===== config.mk =====
export PLATFORM = sky130hd
export DESIGN_NAME = nest_irq_ctrl
export DESIGN_NICKNAME = d
export VERILOG_FILES = /design/src/rtl/nest_irq_pkg.sv /design/src/rtl/nest_irq_ctl.sv /design/src/rtl/nest_irq_dp.sv /design/src/rtl/nest_irq_ctrl.sv
export SDC_FILE = /design/constraint.sdc
export NUM_CORES = 1
export LEC_CHECK = 0
export CORE_MARGIN = 2
export CORE_UTILIZATION = 47
export DETAILED_ROUTE_END_ITERATION = 10
export DONT_BUFFER_PORTS = 1
export PLACE_DENSITY = 0.61
export REMOVE_ABC_BUFFERS = 1
export SLEW_MARGIN = 20
export SYNTH_ARGS = -nofsm -noshare
export SYNTH_HDL_FRONTEND = slang
export SYNTH_SLANG_ARGS = --single-unit

===== constraint.sdc =====
create_clock -name clk -period 47.9 [get_ports clk]
set_clock_uncertainty 0.05 [all_clocks]
set_input_delay 9.58 -clock clk [delete_from_list [all_inputs] [get_ports clk]]
set_output_delay 9.58 -clock clk [all_outputs]
set_load 0.03 [all_outputs]

===== src/rtl/nest_irq_pkg.sv =====
package nest_irq_pkg;
  localparam int ADDR_W = 4;
  localparam int DATA_W = 32;
  localparam int PRIO_SLOT = 4;
  localparam int EXT_INV_LSB = 16;

  localparam logic [ADDR_W-1:0] A_ENABLE = 4'd0;
  localparam logic [ADDR_W-1:0] A_ROUTE  = 4'd1;
  localparam logic [ADDR_W-1:0] A_EXTCFG = 4'd2;
  localparam logic [ADDR_W-1:0] A_PEND   = 4'd3;
  localparam logic [ADDR_W-1:0] A_VEC    = 4'd4;
  localparam logic [ADDR_W-1:0] A_ACK    = 4'd5;
  localparam logic [ADDR_W-1:0] A_EOS    = 4'd6;
  localparam int A_PRIO0 = 8;

  typedef struct packed {
    logic cfgWr;
    logic ackStb;
    logic eosStb;
    logic vecRd;
  } ctl_stb_t;
endpackage


===== src/rtl/nest_irq_ctl.sv =====
module nest_irq_ctl
  import nest_irq_pkg::*;
#(
  parameter int PRIO_W = 3
) (
  input  logic                      clk,
  input  logic                      rstN,
  input  logic                      busWr,
  input  logic                      busRd,
  input  logic [ADDR_W-1:0]         busAddr,
  input  logic                      winValid,
  input  logic [PRIO_W-1:0]         winPrio,
  output ctl_stb_t                  stb,
  output logic [(1<<PRIO_W)-1:0]    activeLvl,
  output logic                      activeAny,
  output logic [PRIO_W-1:0]         activeTop
);
  localparam int NUM_LVL = 1 << PRIO_W;

  // Decode bus cycles into strobes for the datapath.
  always_comb begin
    stb.cfgWr  = busWr && (busAddr == A_ENABLE || busAddr == A_ROUTE ||
                           busAddr == A_EXTCFG || int'(busAddr) >= A_PRIO0);
    stb.ackStb = busWr && (busAddr == A_ACK);
    stb.eosStb = busWr && (busAddr == A_EOS);
    stb.vecRd  = busRd && (busAddr == A_VEC);
  end

  // Levels in service only ever grow upward, so the set of active levels
  // doubles as the nesting stack: its highest bit is the top entry.
  always_comb begin
    activeAny = |activeLvl;
    activeTop = '0;
    for (int l = 0; l < NUM_LVL; l++)
      if (activeLvl[l]) activeTop = PRIO_W'(l);
  end

  always_ff @(posedge clk or negedge rstN) begin
    if (!rstN) begin
      activeLvl <= '0;
    end else if (stb.vecRd && winValid) begin
      activeLvl[winPrio] <= 1'b1;
    end else if (stb.eosStb && activeAny) begin
      activeLvl[activeTop] <= 1'b0;
    end
  end
endmodule


===== src/rtl/nest_irq_dp.sv =====
module nest_irq_dp
  import nest_irq_pkg::*;
#(
  parameter int NUM_SRC = 24,
  parameter int NUM_EXT = 4,
  parameter int PRIO_W  = 3
) (
  input  logic                       clk,
  input  logic                       rstN,
  input  ctl_stb_t                   stb,
  input  logic                       busRd,
  input  logic [ADDR_W-1:0]          busAddr,
  input  logic [DATA_W-1:0]          busWdata,
  input  logic [NUM_SRC-NUM_EXT-1:0] srcIn,
  input  logic [NUM_EXT-1:0]         extPin,
  input  logic                       activeAny,
  input  logic [PRIO_W-1:0]          activeTop,
  output logic                       winValid,
  output logic [PRIO_W-1:0]          winPrio,
  output logic [NUM_SRC-1:0]         pendVec,
  output logic [DATA_W-1:0]          busRdata,
  output logic                       irqOut,
  output logic                       fiqOut
);
  localparam int IDX_W = $clog2(NUM_SRC);
  localparam int SLOTS = DATA_W / PRIO_SLOT;

  logic [NUM_SRC-1:0] enableR, routeR, eligible;
  logic [NUM_EXT-1:0] edgeModeR, invertR;
  logic [PRIO_W-1:0]  prioR [NUM_SRC];
  logic [IDX_W-1:0]   winIdx;
  logic [DATA_W-1:0]  prioWord;
  logic               unusedWdata;

  assign unusedWdata = ^busWdata;

  // Configuration registers.
  always_ff @(posedge clk or negedge rstN) begin
    if (!rstN) begin
      enableR   <= '0;
      routeR    <= '0;
      edgeModeR <= '0;
      invertR   <= '0;
      for (int i = 0; i < NUM_SRC; i++) prioR[i] <= '0;
    end else if (stb.cfgWr) begin
      if (busAddr == A_ENABLE) enableR <= busWdata[NUM_SRC-1:0];
      if (busAddr == A_ROUTE)  routeR  <= busWdata[NUM_SRC-1:0];
      if (busAddr == A_EXTCFG) begin
        edgeModeR <= busWdata[NUM_EXT-1:0];
        invertR   <= busWdata[EXT_INV_LSB +: NUM_EXT];
      end
      for (int i = 0; i < NUM_SRC; i++)
        if (busAddr == ADDR_W'(A_PRIO0 + i / SLOTS))
          prioR[i] <= busWdata[(i % SLOTS) * PRIO_SLOT +: PRIO_W];
    end
  end

  // External pins: two-flop synchronizer, a third flop for edge history.
  for (genvar e = 0; e < NUM_EXT; e++) begin : g_ext
    logic [2:0] syncQ;
    logic       sticky, nowOn, wasOn;

    assign nowOn = syncQ[1] ^ invertR[e];
    assign wasOn = syncQ[2] ^ invertR[e];

    always_ff @(posedge clk or negedge rstN) begin
      if (!rstN) begin
        syncQ  <= '0;
        sticky <= 1'b0;
      end else begin
        syncQ <= {syncQ[1:0], extPin[e]};
        if (edgeModeR[e] && nowOn && !wasOn)
          sticky <= 1'b1;
        else if (stb.ackStb && busWdata[IDX_W-1:0] == IDX_W'(e))
          sticky <= 1'b0;
      end
    end

    assign pendVec[e] = edgeModeR[e] ? sticky : nowOn;
  end

  assign pendVec[NUM_SRC-1:NUM_EXT] = srcIn;

  // Linear priority scan: strict compare keeps the lower index on ties.
  always_comb begin
    winValid = 1'b0;
    winPrio  = '0;
    winIdx   = '0;
    for (int i = 0; i < NUM_SRC; i++) begin
      eligible[i] = enableR[i] && pendVec[i] &&
                    (!activeAny || prioR[i] > activeTop);
      if (eligible[i] && (!winValid || prioR[i] > winPrio)) begin
        winValid = 1'b1;
        winPrio  = prioR[i];
        winIdx   = IDX_W'(i);
      end
    end
  end

  always_ff @(posedge clk or negedge rstN) begin
    if (!rstN) begin
      irqOut <= 1'b0;
      fiqOut <= 1'b0;
    end else begin
      irqOut <= |(eligible & ~routeR);
      fiqOut <= |(eligible & routeR);
    end
  end

  // Readback.
  always_comb begin
    prioWord = '0;
    for (int i = 0; i < NUM_SRC; i++)
      if (busAddr == ADDR_W'(A_PRIO0 + i / SLOTS))
        prioWord[(i % SLOTS) * PRIO_SLOT +: PRIO_W] = prioR[i];
  end

  always_ff @(posedge clk or negedge rstN) begin
    if (!rstN) begin
      busRdata <= '0;
    end else if (busRd) begin
      if (busAddr == A_ENABLE)      busRdata <= DATA_W'(enableR);
      else if (busAddr == A_ROUTE)  busRdata <= DATA_W'(routeR);
      else if (busAddr == A_EXTCFG) busRdata <= DATA_W'(edgeModeR) |
                                               (DATA_W'(invertR) << EXT_INV_LSB);
      else if (busAddr == A_PEND)   busRdata <= DATA_W'(pendVec);
      else if (busAddr == A_VEC)    busRdata <= {winValid, {(DATA_W-1-IDX_W){1'b0}}, winIdx};
      else if (int'(busAddr) >= A_PRIO0) busRdata <= prioWord;
      else busRdata <= '0;
    end
  end
endmodule


===== src/rtl/nest_irq_ctrl.sv =====
module nest_irq_ctrl
  import nest_irq_pkg::*;
#(
  parameter int NUM_SRC = 24,
  parameter int NUM_EXT = 4,
  parameter int PRIO_W  = 3
) (
  input  logic                       clk,
  input  logic                       rstN,
  input  logic [NUM_SRC-NUM_EXT-1:0] srcIn,
  input  logic [NUM_EXT-1:0]         extPin,
  input  logic                       busWr,
  input  logic                       busRd,
  input  logic [ADDR_W-1:0]          busAddr,
  input  logic [DATA_W-1:0]          busWdata,
  output logic [DATA_W-1:0]          busRdata,
  output logic                       irqOut,
  output logic                       fiqOut
);
  ctl_stb_t                  stb;
  logic                      winValid, activeAny;
  logic [PRIO_W-1:0]         winPrio, activeTop;
  logic [(1<<PRIO_W)-1:0]    activeLvl;
  logic [NUM_SRC-1:0]        pendVec;

  nest_irq_ctl #(.PRIO_W(PRIO_W)) u_ctl (
    .clk(clk), .rstN(rstN), .busWr(busWr), .busRd(busRd), .busAddr(busAddr),
    .winValid(winValid), .winPrio(winPrio), .stb(stb),
    .activeLvl(activeLvl), .activeAny(activeAny), .activeTop(activeTop)
  );

  nest_irq_dp #(.NUM_SRC(NUM_SRC), .NUM_EXT(NUM_EXT), .PRIO_W(PRIO_W)) u_dp (
    .clk(clk), .rstN(rstN), .stb(stb), .busRd(busRd), .busAddr(busAddr),
    .busWdata(busWdata), .srcIn(srcIn), .extPin(extPin),
    .activeAny(activeAny), .activeTop(activeTop),
    .winValid(winValid), .winPrio(winPrio), .pendVec(pendVec),
    .busRdata(busRdata), .irqOut(irqOut), .fiqOut(fiqOut)
  );
endmodule


Word level (Yosys, flattened, before mapping). Cells that the tools add are included.

$lt $le $gt $ge: 52. Equal/unequal tests: 12. Muxes and demuxes: 126. Bitwise logic cells: 15. Reduce and logical (&&, ||, !) cells: 185.

Operators by type and width (count): 2-to-1 mux 3 bit (56); 2-to-1 mux 32 bit (5); greater-than comparator 3 bit (47); logical AND 1 bit (91); logical OR 1 bit (50); AND 24 bit (2); OR reduction 24 bit (2); 2-to-1 mux 1 bit (40); 2-to-1 mux 5 bit (8); 2-to-1 mux 4 bit (8); 2-to-1 mux 31 bit (1); zero test 1 bit (28); inverter 24 bit (1); bitwise OR 4 x 20 -> 20 bit (1); 2-to-1 mux 8 bit (2); equality test 4 x 3 -> 1 bit (second input constant) (3); equality test 4 bit (second input constant) (3); AND reduction 2 bit (6); equality test 5 x 2 -> 1 bit (second input constant) (2); nonzero test 2 bit (5); AND 8 bit (1); equality test 4 x 2 -> 1 bit (second input constant) (2); less-than comparator 3 x 4 -> 1 bit (second input constant) (2); 2-to-1 mux 2 bit (4); 11 further kinds (20).

Flip-flop bits (word level): 186. Bits of input ports: 64. Output and inout bits: 34. Logic and storage cells: 430.

Longest topological paths before layout.
Depth after elaboration: 109. Gate-level depth with buffers: 215. Gate-level depth less buffers: 211.

Modules after synthesis. A second synthesis with hierarchy kept.

Cells, all modules: 1441. Area, all modules: 13759.4 um^2.

Modules (own cells, without submodules): nest_irq_dp (instances 1, cells each 1384, area each 13267.7 um^2); nest_irq_ctl (instances 1, cells each 57, area each 491.7 um^2).

Worst setup path before layout. No wires, ideal clock.

Path kind: in2reg. From: in srcIn[0]. To: reg u_ctl.activeLvl[0]. Setup time: 122 ps. Arrival: 37238 ps. Data required time: 47728 ps. Path slack: 10491 ps. Stages: 153. Cell sequence: and3_1 a2bb2oi_2 a2bb2oi_1 a2bb2oi_4 inv_2 ha_1 a21oi_1 a31oi_1 a41o_1 nand2_1 mux2_2 ha_1 a21o_1 a21oi_1 a31oi_1 a32oi_1 nand2_1 o211ai_1 [117 not listed] inv_1 maj3_1 a21oi_1 o31ai_1 nor2_1 and3b_1 a21oi_1 inv_1 a21oi_1 ha_1 nor2b_1 o21ai_0 a21oi_1 o311ai_1 mux2_2 o31ai_4 inv_1 a32o_1.

Cells in the longest elaborated chain, start to end: 86. Elaborated cells between the ends (all ways): 128. Classes of those cells: order compare: 21; mux: 43; bitwise: 1; reduce/logical: 63.

Ends and longest elaborated chain: from (decl) (line nest_irq_ctrl.sv:10) `input logic [NUM_SRC-NUM_EXT-1:0] srcIn,`; logical AND 1 bit * (2 in series) (line nest_irq_dp.sv:90) `eligible[i] = enableR[i] && pendVec[i] &&`; logical AND 1 bit * (line nest_irq_dp.sv:92) `if (eligible[i] && (!winValid || prioR[i] > winPrio)) begin`; 2-to-1 mux 3 bit / 2-to-1 mux 1 bit (equally long branches) (line nest_irq_dp.sv:92); greater-than comparator 3 bit / zero test 1 bit (equally long branches) (line nest_irq_dp.sv:92); logical OR 1 bit (line nest_irq_dp.sv:92); logical AND 1 bit (line nest_irq_dp.sv:92); 2-to-1 mux 3 bit / 2-to-1 mux 1 bit (equally long branches) (line nest_irq_dp.sv:92); greater-than comparator 3 bit / zero test 1 bit (equally long branches) (line nest_irq_dp.sv:92); [69 not listed]; logical AND 1 bit (line nest_irq_dp.sv:92); 2-to-1 mux 3 bit (line nest_irq_dp.sv:92); less-than comparator 3 x 4 -> 1 bit (implied by the code) / greater-or-equal comparator 3 x 1 -> 1 bit (equally long branches) (line nest_irq_ctl.sv:42) `activeLvl[winPrio] <= 1'b1;`; logical AND 1 bit (implied by the code) (line nest_irq_ctl.sv:42); 2-to-1 mux 1 bit (implied by the code) (line nest_irq_ctl.sv:42); demux 1 bit (select 3 bit); bitwise OR 8 bit (no line); 2-to-1 mux 8 bit (line nest_irq_ctl.sv:41) `end else if (stb.vecRd && winValid) begin`; to (signal assigned) (line nest_irq_ctl.sv:40) `activeLvl <= '0;`; to (signal, indexed assignment) (line nest_irq_ctl.sv:42); to (signal, indexed assignment) (line nest_irq_ctl.sv:44) `activeLvl[activeTop] <= 1'b0;`; to (decl) (line nest_irq_ctl.sv:14) `output logic [(1<<PRIO_W)-1:0] activeLvl,`.

Every way passes the cells marked *; elsewhere a longest branch is shown, timed or not. A chain may end at the register's enable or synchronous reset.

Final worst setup path. Ends and elaborated chain as after synthesis.

==> impl_metrics.yaml <==
outcome:
  outcome: "finished, final reports clean"
place:
  preCtsSetupSlack_ps: 4950
  port_buffers: 0
  dp_hpwl_um: 35000
  routabilityCongestion: 0.992
  dp.cells: 1741
cts:
  post_cts_buffers: 0
  cts_hold_buf: 0
  clkLatencyLatePin_ps: 470
  root_buffer: "clkbuf_16"
  cts_buffers: 17
  cts.sinks: 185
  max-clock-path-buffers: 2
  cts-resized-gates: 0
  tritoncts: "done"
  ctsHtreeMaxLevel: 4
  clk_transition_reported_paths_ps: 80
die:
  die_area_sq_um: 30000
  rows: 61
  coreArea_sq_um: 28000
  start_util_pct: 48.0
  fp.dieW_um: 173
  fp.dieH_um: 173
  pin_count: 98
synth:
  netlist_area_sq_um: 13500
  yosysUniqueCellTypes: 98
  yosysWarnings: 0
  synth_edf_count: 0
  ys_seq_elements: 185
  synth_flop_cell: "dfrtp_1"
  avgSynthCellArea_sq_um: 9.59
  async_flop_share_pct: 100
  synth_seq_area_share_pct: 34.4
  synthCells: 1403
sta:
  tightest_slew_ps: 1160
  fin_tns_setup_ps: 0
  period_share_pct: 90.1
  fin_ws_ps: 4730
  period_needed_ps: 43170
  final_hold_viol_count: 0
  clock.fmax_mhz: 23.2
  rsz0062_at_grt: "false"
  setup_viol: 0
  relSlewSlack_pct: 22.3
  final_max_slew_viol_count: 0
global_route:
  grt_pass1_wl_um: 72000
  track_usage_pct: 31.8
  grt_max_degree: 186
  grt_overflow: 0
  grt_antenna_before_repair: 1
  grt_pass1_vias: 11400
routing:
  vias: 11800
  wl_um: 47200
  drc: 0
  via_per_inst: 6.64
  drtAntennaViolNets: 0
  wl_met2_um: 21200
  dr.max_layer_used: "met5"
  wl_met1_um: 20700
  wl_met3_um: 4150
  firstDrtPassIters: 6
  first_iter_violations: 1297
  drt-wirelength-per-cell_um: 26.6
worst_hold_path:
  min_path_cells: 0
  hold_end: "u_dp.g_ext[1].syncQ[1]"
  hp-class: "reg2reg"
  holdCritStartpoint: "u_dp.g_ext[1].syncQ[0]"
final_layout:
  drive_gt1_share_pct: 16.3
  instances_no_fill: 1773
  area_growth_pct: 7.32
  fill_cells: 2563
  nets: 1546
  num_antenna_cells: 0
setup_path:
  crit_family: "compound AO/OA/AOI/OAI gates"
  critical_path.endpoint_type: "flip-flop"
  cp.required_ps: 48210
  critPathLaunch: "srcIn[0]"
  r2r.worst_path.cells: 192
  ff2ff_setup_slack_ps: 6320
  criticalPathCategory: "in2reg"
  critPathMaxFanout: 10
  cp_slowest_stage_delay_ps: 780
  path_buf_inv: 13
  crit_slowest_cell: "o311ai_1"
  cpMostUsedCell: "a21oi_1"
  rr_endpoint: "u_ctl.activeLvl[0]"
  cp.arrival_ps: 43470
  rr_startpoint: "u_ctl.activeLvl[2]"
  start_kind: "primary input"
flow_run:
  drv_cap: 0
==> synth_stat cells, drive strengths merged, types with 7 or more instances <==
library cell | instances | area, sq um
a211oi | 10 | 87.6
a21boi | 8 | 63.8
a21o | 12 | 90.1
a21oi | 73 | 373
a221oi | 22 | 199
a222oi | 26 | 260
a22o | 8 | 70.1
a22oi | 18 | 135
a31oi | 39 | 259
a32o | 8 | 80.1
a32oi | 7 | 68.8
and2 | 22 | 138
and3 | 20 | 125
buf | 10 | 72.6
clkbuf | 39 | 146
dfrtp | 185 | 4630
ha | 100 | 1250
inv | 96 | 360
maj3 | 22 | 223
mux2 | 136 | 1530
mux2i | 14 | 144
nand2 | 118 | 443
nand2b | 13 | 81.3
nand3 | 23 | 115
nand4 | 8 | 50.1
nor2 | 91 | 347
nor2b | 20 | 125
nor3 | 18 | 95.1
nor4 | 9 | 77.6
o2111ai | 9 | 85.1
o211ai | 22 | 165
o21ai | 53 | 269
o22ai | 14 | 87.6
o31ai | 9 | 95.1
or2 | 9 | 56.3
or3 | 8 | 50.1
==> cell usage in the layout (no fill, tap or decap), types with 26 or more instances in the layout <==
cell      netlist  layout
dfrtp_1       185     185
mux2_2        136     136
nand2_1       118     115
ha_1          100     100
inv_1          95      95
nor2_1         89      86
a21oi_1        71      71
o21ai_0        46      46
a31oi_1        38      38
a222oi_1       26      26
==> per-stage QoR <==
step | area [sq um] | utilization [%] | hold slack (ps)
after CTS | 14400 | 51.5 | 302
after global placement | 13800 | 49.4 | 284
after detailed placement | 13800 | 49.4 | 285
after floorplan | 13200 | - | 281
after global routing | 14400 | 51.5 | 312
final | 14400 | 51.5 | 301
==> layout make-up <==
type / instances / area, sq um / share of cell area [%]
multi-input cells: 1073 / 8300 / 57.5
inverters: 96 / 360 / 2.50
repair buffers: 9 / 67.6 / 0.468
clock buffers: 17 / 425 / 2.95
flip-flops and latches: 185 / 4630 / 32.1
well taps: 378 / 473 / 3.28
clock inverters: 15 / 181 / 1.26
==> per-layer routing <==
metal  up-vias  global-route usage, %
li1       5321                      -
met1      5903                   44.2
met2       470                   49.1
met3        71                   7.12
met4         2                   10.4
met5         -                      0
==> how the worst max path moves through the flow <==
stage | to | depth (start not counted)
floorplan | u_ctl.activeLvl[0] | 151
global placement | u_ctl.activeLvl[0] | 151
detailed placement | u_ctl.activeLvl[0] | 154
CTS | u_ctl.activeLvl[0] | 154
global route | u_ctl.activeLvl[0] | 154
finish | u_ctl.activeLvl[0] | 154
==> cells by family (layout without fill, tap and decap cells) <==
| family | after synthesis | in the layout | share of synthesized area, % |
|---|---|---|---|
| and+or+nand+nor | 383 | 383 | 14.1 |
| AOI/OAI and AO/OA | 412 | 412 | 23.3 |
| adders and majority gates | 122 | 122 | 11.0 |
| buffers and inverters | 145 | 137 | 4.31 |
| muxes | 151 | 151 | 12.6 |
| xor gates and xnor gates | 4 | 4 | 0.261 |
| DFF | 185 | 185 | 34.4 |
| other | 1 | 1 | 0.0279 |
==> state kept, by name (all words and copies together) (netlist names) <==
register           flops
u_dp.prioR            72
u_dp.g_ext.sticky      4
u_dp.busRdata         31
u_dp.invertR           4
u_dp.fiqOut            1
u_dp.edgeModeR         4
u_dp.irqOut            1
u_dp.g_ext.syncQ      12
u_ctl.activeLvl        8
u_dp.routeR           24
u_dp.enableR          24
Power is left out: the tool's default activity adds up to more than one toggle a clock period on the data nets, which glitch-free logic cannot reach.
